## config.mk

```make
export PLATFORM = sky130hd
export DESIGN_NAME = vec_irq_ctrl
export DESIGN_NICKNAME = d
export VERILOG_FILES = /design/src/rtl/vec_irq_ctrl.sv
export SDC_FILE = /design/constraint.sdc
export NUM_CORES = 1
export LEC_CHECK = 0
export BUFFER_PORTS_ARGS = -buffer_cell sky130_fd_sc_hd__buf_2
export CORE_MARGIN = 2
export CORE_UTILIZATION = 60
export DETAILED_ROUTE_END_ITERATION = 12
export GPL_TIMING_DRIVEN = 0
export PLACE_DENSITY_LB_ADDON = 0.25
export REMOVE_ABC_BUFFERS = 1
export SLEW_MARGIN = 20
export SYNTH_ARGS = -nofsm -noshare
export SYNTH_HDL_FRONTEND = slang
export SYNTH_SLANG_ARGS = --single-unit
```

## constraint.sdc

```tcl
create_clock -name clk -period 7.95 [get_ports clk]
set_clock_uncertainty 0.05 [all_clocks]
set_input_delay 0.3975 -clock clk [delete_from_list [all_inputs] [get_ports clk]]
set_output_delay 0.3975 -clock clk [all_outputs]
set_load 0.03 [all_outputs]
```

## src/rtl/vec_irq_ctrl.sv

```systemverilog
module vec_irq_ctrl #(
  parameter int NLVL = 32,
  parameter int AW   = 32
) (
  input  logic            clk,
  input  logic            rst_n,
  input  logic [NLVL-1:0] irq_lines,
  output logic            cpu_irq,
  input  logic            cpu_ack,
  output logic [AW-1:0]   vec_addr,
  input  logic            eoi,
  input  logic            base_we,
  input  logic [AW-1:0]   base_wdata
);
  localparam int LW = $clog2(NLVL);

  logic [NLVL-1:0] isr_q, isr_d, low_oh, allow, elig, set_oh;
  logic [AW-1:0]   base_q;
  logic [LW-1:0]   pend_lvl_q, cand_lvl;
  logic            pend_q, cand_ok, accept;

  assign low_oh = isr_q & (~isr_q + 1'b1);
  assign allow  = low_oh - 1'b1;
  assign elig   = irq_lines & allow;
  assign accept = cpu_ack & pend_q;
  assign set_oh = accept ? (NLVL'(1) << pend_lvl_q) : '0;
  assign isr_d  = (eoi ? (isr_q & (isr_q - 1'b1)) : isr_q) | set_oh;
  assign cpu_irq = pend_q;

  always_comb begin
    cand_ok  = 1'b0;
    cand_lvl = '0;
    for (int i = 0; i < NLVL; i++)
      if (elig[i]) begin
        cand_ok  = 1'b1;
        cand_lvl = LW'(i);
      end
  end

  always_ff @(posedge clk or negedge rst_n) begin
    if (!rst_n) begin
      isr_q      <= '0;
      base_q     <= '0;
      pend_q     <= 1'b0;
      pend_lvl_q <= '0;
      vec_addr   <= '0;
    end else begin
      isr_q <= isr_d;
      if (base_we) base_q <= base_wdata;
      if (accept) begin
        pend_q   <= 1'b0;
        vec_addr <= base_q + AW'({pend_lvl_q, 2'b00});
      end else if (!pend_q && cand_ok) begin
        pend_q     <= 1'b1;
        pend_lvl_q <= cand_lvl;
      end
    end
  end
endmodule


```

Word level (Yosys, flattened, before mapping)
Cells that the tools add are included.
- logic and storage cells: 88
- bits of input ports: 69
- register bits: 102
- bitwise logic cells: 7
- muxes and demuxes: 67
- $add $sub $neg: 4
- shifts and indexed selects: 1
- reductions and logical operators: 4
- operator list (operator ; number):
    $mux 5 ; 30
    $and 32x32->32 ; 3
    $mux 32 ; 2
    $sub 32x1->32 const B ; 2
    $mux 1 ; 35
    $add 32x1->32 const B ; 1
    $add 32x7->32 ; 1
    $not 32->32 ; 1
    $or 32x32->32 ; 1
    $shl 1x5->32 const A ; 1
    $reduce_and 2->1 ; 1
    $reduce_bool 2->1 ; 1
    $and 1x1->1 ; 1
    $logic_and 1x1->1 ; 1
    $logic_not 1->1 ; 1
    $not 1->1 ; 1

Longest topological paths before layout
Gate-level depths: netlist of run 1.
- depth in word-level cells: 40
- depth in mapped cells: 12

Worst setup path after synthesis of run 1
Ideal clock, no wire load.
- path kind: flip-flop to flip-flop
- from: register pend_lvl_q[0]
- to: register vec_addr[26]
- path buffers: 0
- required time: 7.767 ns
- setup slack: 5.369 ns
- arrival: 2.398 ns
- setup time: 0.133 ns
- stages on the path, launching flop included: 12
- cells stage by stage: dfrtp_1 ha_1 inv_1 fa_1 inv_1 a21oi_1 o21bai_1 a21oi_1 or4_1 nor2_1 xnor2_1 o21ai_0
- cells in the longest elaborated chain, start to end: 1
- RTL lines (item ; line ; source):
    from (decl) ; 19 ; logic [LW-1:0] pend_lvl_q, cand_lvl;
    from (signal assigned) ; 55 ; pend_lvl_q <= cand_lvl;
    $add 32x7->32 ; 52 ; vec_addr <= base_q + AW'({pend_lvl_q, 2'b00});
    to (signal assigned) ; 52 ;
    to (decl) ; 10 ; output logic [AW-1:0] vec_addr,
No other way between the ends.
A chain may end at the register's enable or synchronous reset.

Worst setup path after layout of run 1
- from: register pend_lvl_q[0]
- to: register vec_addr[28]
Same word-level chain as after synthesis.

==> out/qor.csv, run 1 <==
metric,value,unit
mux cell area share after synthesis,6.84,%
Setup crit start kind,flop,
period utilization,36.7,%
Worst-path clk slew,100,ps
RSZ-0062 raised after global routing,false,
Critical Path RT,8150,ps
Worst Path Arrival,3120,ps
placed inst area,6040,µm²
Compound-Gate Fraction of Synth Area,17.0,%
"Avg Cell Area, Syn",9.55,µm²
Final setup viols,0,
Initial Util,62.0,%
Post-Syn Area,5440,µm²
layout cell share with drive strength beyond 1,25.1,%
slowest CP cell,or4_1,
worst path cell trace,ha_1 > inv_1 > fa_1 > inv_1 > a21oi_1 > o21bai_1 > a21oi_1 > or4_1 > nor2_1 > xnor2_1 > o21ai_1,
Hold Path Class,in2reg,
area share of fa/ha/maj cells after synthesis,1.52,%
R2R depth,11,
Hold EP,base_q[30],
# nets final,740,
f_max,0.342,GHz
drt total wl,12.5,mm
Reg-to-Reg Start,pend_lvl_q[0],
Die Span X,99.2,µm
Post-synth EDFFs,0,
first-pass GRT wire length,21.7,mm
Final Util,71.5,%
beginning of the worst hold path,base_wdata[30],
Bufs and invs on worst path,2,
PostCTS Resize Cnt,0,
CTS root buffer,clkbuf_8,
vias in the first global route,4617,
HPWL after DPL,9.34,mm
# IOs,102,
largest net degree at the start of global routing,69,
Yosys reg bits,102,
num rows,34,
clock buffer depth,2,
Crit. End Element,flop,
Synth Flop Type,dfrtp_1,
die area,9840,µm²
maximum vdd drop,0.000190,V
Leakage Power,2.85,nW
CP max stage delay,640,ps
min Tclk post-route,2920,ps
RR Endpoint,vec_addr[28],
final slew viol count,0,
Worst-Margin Slew,745,ps
post-synthesis xor/xnor area fraction,4.51,%
first drt pass iteration count,4,
Crit Path Category,reg2reg,
Final Hold Slack,198,ps
ant diodes,0,
Cells after Synth,569,
vias per cell,5.91,
FILL cells,676,
largest family of logic cells by synthesized area,simple AND/OR/NAND/NOR gates,
CTS Hold Buffers Added,1,
chip height,99.2,µm
status,"finished, final reports clean",
"Remaining Overflow, GRT",0,
Initial DRC Count,196,
clock latency on the worst-skew pair,360,ps
Synth warnings,0,
PwrDens,283,nW/µm²
final instance area,6270,µm²
distinct cell type count after synthesis,65,
share of synthesized registers carrying an async set or reset,100,%
setup TNS after final layout,0,ps
H-tree levels,3,
gr usage total,27.3,%
gpl congestion,1.00,
"commonest non-fill, non-tap cells in the layout","dfrtp_1 (102), buf_2 (100), o21ai_0 (75)",
I/O Buffers,101,
Worst Path Max Fanout,8,
Slew HR,50.3,%
register area share after synthesis,47.0,%
DR WL/cell,16.1,µm
flop2flop setup slack,5030,ps
Crit path max-delay family,simple AND/OR/NAND/NOR gates,
Post-Synth Simple-Gate Area,20.3,%
"commonest non-fill, non-tap cell in the layout",dfrtp_1,
setup bufs post-CTS,0,
ANT nets after route,0,
clock sinks,102,
antenna violations before repair,0,
final worst setup slack,5030,ps
via count,4601,
CTS tree,built,
Max-Cap Viols,0,
Syn-to-layout area delta,15.3,%
Num CTS Buffers,9,
Final Hold Violating Endpoints,0,
hold depth,3,
pre-CTS setup slack,5050,ps
drc violations,0,
Core ar.,8760,µm²
## power by group
part           switching [mW]  leakage [nW]  internal (mW)
Sequential             0.0964          1.27          0.640
Clock                   0.181         0.107          0.166
Combinational           0.454          1.47          0.236
Total                   0.732          2.85           1.04
## state kept, by name, indices dropped and copies added (netlist names)
| name | flops |
|---|---|
| cpu_irq | 1 |
| base_q | 32 |
| isr_q | 32 |
| vec_addr | 32 |
| pend_lvl_q | 5 |
## how the worst max path moves through the flow
stage,slack (ps),cells past startpoint,to,start
detailed placement,5050,11,vec_addr[30],pend_lvl_q[0]
CTS,5030,11,vec_addr[30],pend_lvl_q[0]
finish,5030,11,vec_addr[28],pend_lvl_q[0]
global route,4760,8,pend_lvl_q[3],isr_q[5]
global placement,5040,11,vec_addr[26],pend_lvl_q[0]
floorplan,5330,11,vec_addr[26],pend_lvl_q[0]
## through the flow
step | total power [mW] | std cells
2_1_floorplan | 1.20 | 550
3_3_place_gp | 1.40 | 759
3_5_place_dp | 1.43 | 761
4_1_cts | 1.78 | 778
5_1_grt | 1.89 | 778
6_report | 1.77 | 778
## synth_stat cells (3+ instances only)
library cell  instances  area share, %
dfrtp_1             102             47
nand2_1              75            5.2
o21ai_0              75            6.9
nor2_1               42            2.9
mux2_2               33            6.8
a21oi_1              17            1.6
xor2_1               17            2.7
inv_1                16            1.1
nand3_1              16            1.5
nand4_1              13            1.5
nor2b_1              13            1.5
clkbuf_1             12           0.83
nor3_1               11            1.0
xnor2_1              11            1.8
o2bb2ai_1             7            1.1
nand2b_1              6           0.69
nor4_1                6           0.69
a22oi_1               5           0.69
ha_1                  5            1.2
and2_1                4           0.46
and3_1                4           0.46
o211ai_1              4           0.55
o21a_1                4           0.55
o21bai_1              4           0.55
o31ai_1               4           0.55
a21o_1                3           0.41
buf_4                 3           0.41
nor3b_1               3           0.41
or2_2                 3           0.35
or3_1                 3           0.35
or4_1                 3           0.41
## layer usage
layer  part of all wire, %  track usage (%)  vias up
li1                      -                -     2241
met1                    42             35.9     2183
met2                    49             46.0      154
met3                   6.2             4.71       23
met4                   2.3             9.27        0
met5                     0                0        -
## cells by family after synthesis
kind of cell | after synthesis
and+or+nand+nor | 217
AOI/OAI and AO/OA | 148
DFF | 102
buffers and inverters | 35
muxes | 33
xor gates and xnor gates | 28
adders and majority gates | 6
## final cells by class
type	count	area, µm²	share of cell area [%]
clock buffers	11	151	2.42
clock inverters	5	63.8	1.02
inverters	16	60.1	0.958
multi-input cells	432	2730	43.5
flip-flops and latches	102	2550	40.7
well taps	108	135	2.16
repair buffers	104	577	9.20
## worst register-to-register path, stage by stage (launching register included)
cell      delay, ps
dfrtp_1         510
ha_1            230
inv_1            50
fa_1            390
inv_1            70
a21oi_1          60
o21bai_1        240
a21oi_1         160
or4_1           640
nor2_1          170
xnor2_1         160
o21ai_1          90
Note: power is estimated with default switching activity, not from simulation.
==> run 2, diff against run 1 <==
Settings changed: ABC_AREA set to 1, CORE_UTILIZATION 60 to 56.
Clock period 7.95 ns to 2.76 ns, I/O delays scaled along.
==> out/qor.csv, run 2 <==
metric,value,unit,change
status,finished with violations,,"was finished, final reports clean"
failing checks,negative setup slack,,
Setup crit start kind,flop,,unchanged
Die Span X,101,µm,was 99.2 µm
distinct cell type count after synthesis,34,,was 65
die area,10300,µm²,was 9840 µm²
Num CTS Buffers,9,,unchanged
placed inst area,5900,µm²,was 6040 µm²
Worst Path Arrival,3680,ps,was 3120 ps
Final setup viols,28,,was 0
ant diodes,0,,unchanged
share of synthesized registers carrying an async set or reset,100,%,unchanged
Worst-path clk slew,110,ps,was 100 ps
DR WL/cell,19.8,µm,was 16.1 µm
drt total wl,19.7,mm,was 12.5 mm
Cells after Synth,662,,was 569
vias in the first global route,5889,,was 4617
Crit path max-delay family,simple AND/OR/NAND/NOR gates,,unchanged
CTS root buffer,clkbuf_8,,unchanged
first drt pass iteration count,5,,was 4
Final Util,83.3,%,was 71.5%
Synth area leaders,"dfrtp_1 (48%), nand2_1 (14%), o21ai_0 (8.3%)",,"was dfrtp_1 (47%), o21ai_0 (6.9%), mux2_2 (6.8%)"
"Avg Cell Area, Syn",8.00,µm²,was 9.55 µm²
Critical Path RT,3030,ps,was 8150 ps
gr usage total,35.4,%,was 27.3%
worst path cell trace,ha_4 > inv_2 > fa_2 > inv_2 > nand2_4 > nand2_2 > a21oi_2 > nor2_2 > o21ai_2 > nor2_1 > nand2_2 > nor3_4 > nand3_2 > inv_2 > nand3_4 > nor2_4 > nand2_2 > nor3_4 > buf_4 > xor2_1 > nand2_1 > nand2_1,,was ha_1 > inv_1 > fa_1 > inv_1 > a21oi_1 > o21bai_1 > a21oi_1 > or4_1 > nor2_1 > xnor2_1 > o21ai_1
# nets final,954,,was 740
"Remaining Overflow, GRT",0,,unchanged
clock buffer depth,2,,unchanged
num rows,35,,was 34
top-count cell post-synth,nand2_1,,was dfrtp_1
fin cells,995,,was 778
clock latency on the worst-skew pair,390,ps,was 360 ps
Initial Util,57.6,%,was 62.0%
period utilization,124,%,was 36.7%
Yosys reg bits,102,,unchanged
Bufs and invs on worst path,4,,was 2
gpl congestion,0.883,,was 1.00
"commonest non-fill, non-tap cells in the layout","nand2_1 (182), buf_2 (100), dfrtp_1 (99)",,"was dfrtp_1 (102), buf_2 (100), o21ai_0 (75)"
slowest CP cell,dfrtp_1,,was or4_1
register area,2560,µm²,was 2550 µm²
Post-synth EDFFs,0,,unchanged
Worst-Margin Slew,973,ps,was 745 ps
Slew HR,35.1,%,was 50.3%
clock sinks,102,,unchanged
biggest regs,"base_q: 32 flops, isr_q: 32 flops, vec_addr: 32 flops",,unchanged
CP max stage delay,440,ps,was 640 ps
vias per cell,6.04,,was 5.91
via count,6012,,was 4601
Final Hold Slack,132,ps,was 198 ps
Core ar.,9200,µm²,was 8760 µm²
drc violations,0,,unchanged
placed cell count,854,,was 761
H-tree levels,3,,unchanged
Crit. End Element,flop,,unchanged
"commonest non-fill, non-tap cell in the layout",nand2_1,,was dfrtp_1
HPWL after DPL,8.99,mm,was 9.34 mm
Post-Syn Area,5300,µm²,was 5440 µm²
chip height,101,µm,was 99.2 µm
ANT nets after route,0,,unchanged
Crit Path Category,reg2reg,,unchanged
register area share after synthesis,48.2,%,was 47.0%
RSZ-0062 raised after global routing,true,,was false
layout cell share with drive strength beyond 1,36.3,%,was 25.1%
FILL cells,473,,was 676
Leakage Power,3.90,nW,was 2.85 nW
first-pass GRT wire length,28.1,mm,was 21.7 mm
largest net degree at the start of global routing,56,,was 69
final slew viol count,0,,unchanged
Yosys top cell by area,dfrtp_1,,unchanged
Multi-input gate area,2830,µm²,was 2730 µm²
overall power,9.32,mW,was 1.77 mW
Worst Path Max Fanout,2,,was 8
Hold Path Class,in2reg,,unchanged
Initial DRC Count,453,,was 196
Synth warnings,0,,unchanged
# IOs,102,,unchanged
PwrDens,1220,nW/µm²,was 283 nW/µm²
Synth top area share,48.2,%,was 47.0%
final instance area,7660,µm²,was 6270 µm²
Synth Flop Type,dfrtp_1,,unchanged
antenna violations before repair,0,,unchanged
I/O Buffers,101,,unchanged
min Tclk post-route,3420,ps,was 2920 ps
Final Hold Violating Endpoints,0,,unchanged
top cells by instance count after synthesis,"nand2_1 (201), dfrtp_1 (102), o21ai_0 (88)",,"was dfrtp_1 (102), nand2_1 (75), o21ai_0 (75)"
final worst setup slack,-656,ps,was 5030 ps
CTS tree,built,,unchanged
maximum vdd drop,0.000581,V,was 0.000190 V
Syn-to-layout area delta,44.6,%,was 15.3%
f_max,0.293,GHz,was 0.342 GHz
Max-Cap Viols,0,,unchanged
## run 2: cell types whose count changed in the layout (fill, tap and decap cells not counted), moves of 15 or more
cell / before / now
buf_6: 1 / 19
mux2_2: 33 / 9
inv_1: 16 / 55
buf_4: 0 / 71
nand2_1: 74 / 182
nor2_1: 42 / 27
dlygate4sd3_1: 1 / 34
a21oi_1: 17 / 2
nor2_4: 1 / 19
## run 2: final timing paths
| path | start | to | slack [ps] | cells after the start |
|---|---|---|---|---|
| worst max-delay path | base_q[2] | vec_addr[24] | -660 | 22 |
| worst min-delay path | eoi | isr_q[0] | 130 | 2 |
| worst max register to register | base_q[2] | vec_addr[24] | -660 | 22 |
| worst min register to register | vec_addr[25] | vec_addr[25] | 440 | 2 |
| max in group asynchronous | rst_n | pend_lvl_q[1] | 1790 | 3 |
| min in group asynchronous | rst_n | vec_addr[11] | 190 | 2 |
## run 2: logic make-up after synthesis
kind of cell | share of synthesized area, %
AO/OA/AOI/OAI | 10.9
flip-flops | 48.2
XOR/XNOR | 3.97
buffers and inverters | 6.50
adder cells (fa/ha/maj) | 1.56
AND/OR/NAND/NOR | 27.0
multiplexers | 1.91
## run 2: report_power, final
part / switching (mW) / total [mW] / internal (mW)
clock network: 0.569 / 1.11 / 0.539
logic: 3.63 / 5.94 / 2.30
registers: 0.366 / 2.28 / 1.91
## run 2: per-stage QoR
stage	TNS, ps	worst slack [ps]
4_1_cts	-3890	-311
3_5_place_dp	-12560	-1070
5_1_grt	-15530	-764
6_report	-9250	-656
2_1_floorplan	-2290	-433
3_3_place_gp	-20150	-970
## run 2: cell type report
| cell class | count | share of cell area [%] |
|---|---|---|
| Clock buffer | 11 | 1.85 |
| Clock inverter | 5 | 1.06 |
| Inverter | 69 | 3.53 |
| Multi-Input combinational cell | 470 | 36.9 |
| Sequential cell | 102 | 33.4 |
| Tap cell | 111 | 1.81 |
| Timing Repair Buffer | 226 | 21.4 |
| Timing Repair inverter | 1 | 0.0654 |
## run 2: what timing repair did
action / 4_1_cts / 5_1_grt
setup buffers: 88 / 30
setup endpoints to repair: 25 / 59
gates resized for setup: 79 / 56
endpoints found under the hold margin: 80 / 0
pin swaps: 42 / 52
hold buffers: 34 / 0
gates cloned: 0 / 1
## run 2: layer usage
layer | vias to the layer above | global-route usage, % | wire [µm]
met5 | - | 0 | 0
met4 | 0 | 18.8 | 1450
met3 | 139 | 6.56 | 1670
met2 | 461 | 64.0 | 9700
met1 | 2848 | 39.5 | 6920
li1 | 2564 | - | -
==> run 3, diff against run 2 <==
Settings changed: CORE_UTILIZATION 56 to 60.
Clock period 2.76 ns to 4 ns, I/O delays scaled along.
==> out/qor.csv, run 3 (synthesis results as in run 2) <==
metric,value,unit,change
placed cell count,851,,was 854
CTS root buffer,clkbuf_8,,unchanged
Final Hold Violating Endpoints,0,,unchanged
Final setup viols,0,,was 28
Max-Cap Viols,0,,unchanged
Worst-Margin Slew,901,ps,was 973 ps
R2R depth,22,,unchanged
Crit. End Element,flop,,unchanged
Crit Path Category,reg2reg,,unchanged
biggest regs,"base_q: 32 flops, isr_q: 32 flops, vec_addr: 32 flops",,unchanged
DR WL/cell,13.8,µm,was 19.8 µm
"commonest non-fill, non-tap cells in the layout","nand2_1 (200), dfrtp_1 (100), buf_2 (100)",,"was nand2_1 (182), buf_2 (100), dfrtp_1 (99)"
RR Endpoint,vec_addr[28],,was vec_addr[24]
setup bufs post-CTS,0,,was 88
Leakage Power,3.28,nW,was 3.90 nW
drc violations,0,,unchanged
gr usage total,26.7,%,was 35.4%
maximum vdd drop,0.000383,V,was 0.000581 V
# IOs,102,,unchanged
drt total wl,12.2,mm,was 19.7 mm
"Remaining Overflow, GRT",0,,unchanged
H-tree levels,3,,unchanged
clock sinks,102,,unchanged
via count,4729,,was 6012
flop2flop setup slack,330,ps,was -660 ps
Core ar.,8640,µm²,was 9200 µm²
largest net degree at the start of global routing,56,,unchanged
period utilization,91.7,%,was 124%
Num CTS Buffers,9,,unchanged
gpl congestion,0.930,,was 0.883
hold depth,3,,was 2
die area,9600,µm²,was 10300 µm²
Worst-path clk slew,100,ps,was 110 ps
Final Util,72.8,%,was 83.3%
Die Span X,98.0,µm,was 101 µm
antenna violations before repair,0,,unchanged
first-pass GRT wire length,21.0,mm,was 28.1 mm
clock buffer depth,2,,unchanged
Syn-to-layout area delta,18.6,%,was 44.6%
setup TNS after final layout,0,ps,was -9250 ps
RSZ-0062 raised after global routing,false,,was true
Setup crit start kind,flop,,unchanged
Hold Path Class,in2reg,,unchanged
HPWL after DPL,8.91,mm,was 8.99 mm
Slew HR,39.9,%,was 35.1%
Initial Util,61.3,%,was 57.6%
Hold EP,base_q[23],,was isr_q[0]
layout cell share with drive strength beyond 1,20.7,%,was 36.3%
Worst Path Arrival,3870,ps,was 3680 ps
# nets final,847,,was 954
Initial DRC Count,247,,was 453
PwrDens,780,nW/µm²,was 1220 nW/µm²
ANT nets after route,0,,unchanged
Final Hold Slack,4.87,ps,was 132 ps
min Tclk post-route,3670,ps,was 3420 ps
Worst Path Max Fanout,10,,was 2
final slew viol count,0,,unchanged
f_max,0.273,GHz,was 0.293 GHz
vias in the first global route,4723,,was 5889
CTS tree,built,,unchanged
"commonest non-fill, non-tap cell in the layout",nand2_1,,unchanged
Critical Path RT,4200,ps,was 3030 ps
beginning of the worst hold path,base_wdata[23],,was eoi
num rows,34,,was 35
chip height,98.0,µm,was 101 µm
fin cells,885,,was 995
status,"finished, final reports clean",,was finished with violations
vias per cell,5.34,,was 6.04
ant diodes,0,,unchanged
I/O Buffers,101,,unchanged
Reg-to-Reg Start,pend_lvl_q[0],,was base_q[2]
clock latency on the worst-skew pair,360,ps,was 390 ps
first drt pass iteration count,5,,unchanged
==> run 3: cell count changes in the layout (fill, tap and decap cells not counted), sizes merged, moves of 2 or more <==
| cell | before | now |
|---|---|---|
| buf | 192 | 102 |
| dlygate4sd3 | 34 | 18 |
| clkinv | 2 | 6 |
| clkinvlp | 3 | 0 |
| clkbuf | 11 | 9 |
==> run 3: area by class of cell <==
cell class                 instances  area (µm²)
clock buffer                       9         124
clock inverter                     7        71.3
fill                             680        2350
inverter                          69         264
multi-input combinational        470        2410
sequential                       102        2550
tap                              108         135
timing repair buffer             120         719
==> run 3: metal layers <==
layer	track usage, %	vias to the layer above	wire length [µm]
li1	-	2347	-
met1	35.4	2203	5270
met2	45.3	152	6040
met3	3.72	27	641
met4	9.29	0	271
met5	0	-	0
==> run 3: worst max-delay path, stage by stage (launching register included) <==
cell and delay (ps):
dfrtp_2 470, ha_1 200, inv_1 60, fa_1 350
inv_1 70, nand2_1 60, nand2_1 70, a21oi_1 100
nor2_1 90, o21ai_0 130, nor2_1 120, nand2_1 100
nor3_1 270, nand3_1 170, inv_1 120, nand3_1 160
nor2_2 210, nand2_1 110, nor3_1 240, nand3_1 120
xor2_1 160, nand2_1 50, nand2_1 70
==> run 3: per-stage QoR <==
step | area (µm²) | setup slack, ps | total power, mW
finish | 6280 | 333 | 4.90
global route | 6280 | 7.25 | 5.34
floorplan | 5220 | 807 | 3.56
global placement | 5860 | 270 | 4.14
CTS | 6270 | 151 | 4.90
detailed placement | 5890 | 183 | 4.22
==> run 3: power by group <==
part           switching, mW  internal, mW
Clock                  0.362         0.292
Combinational           1.85         0.854
Sequential             0.226          1.32
Total                   2.44          2.46
==> run 3: how the worst max path moves through the flow <==
stage | from | to | slack (ps) | cells past startpoint
final | pend_lvl_q[0] | vec_addr[28] | 330 | 22
after global placement | pend_lvl_q[2] | vec_addr[31] | 270 | 21
after CTS | pend_lvl_q[2] | vec_addr[31] | 150 | 21
after global routing | pend_lvl_q[2] | vec_addr[31] | 7 | 21
after floorplan | pend_lvl_q[2] | vec_addr[31] | 810 | 21
after detailed placement | pend_lvl_q[2] | vec_addr[31] | 180 | 21
==> run 3: what timing repair did <==
| action | 4_1_cts | 5_1_grt |
|---|---|---|
| endpoints found under the setup margin | 0 | 5 |
| endpoints found under the hold margin | 68 | 0 |
| hold buffers | 18 | 0 |
| gates resized for setup | 0 | 5 |
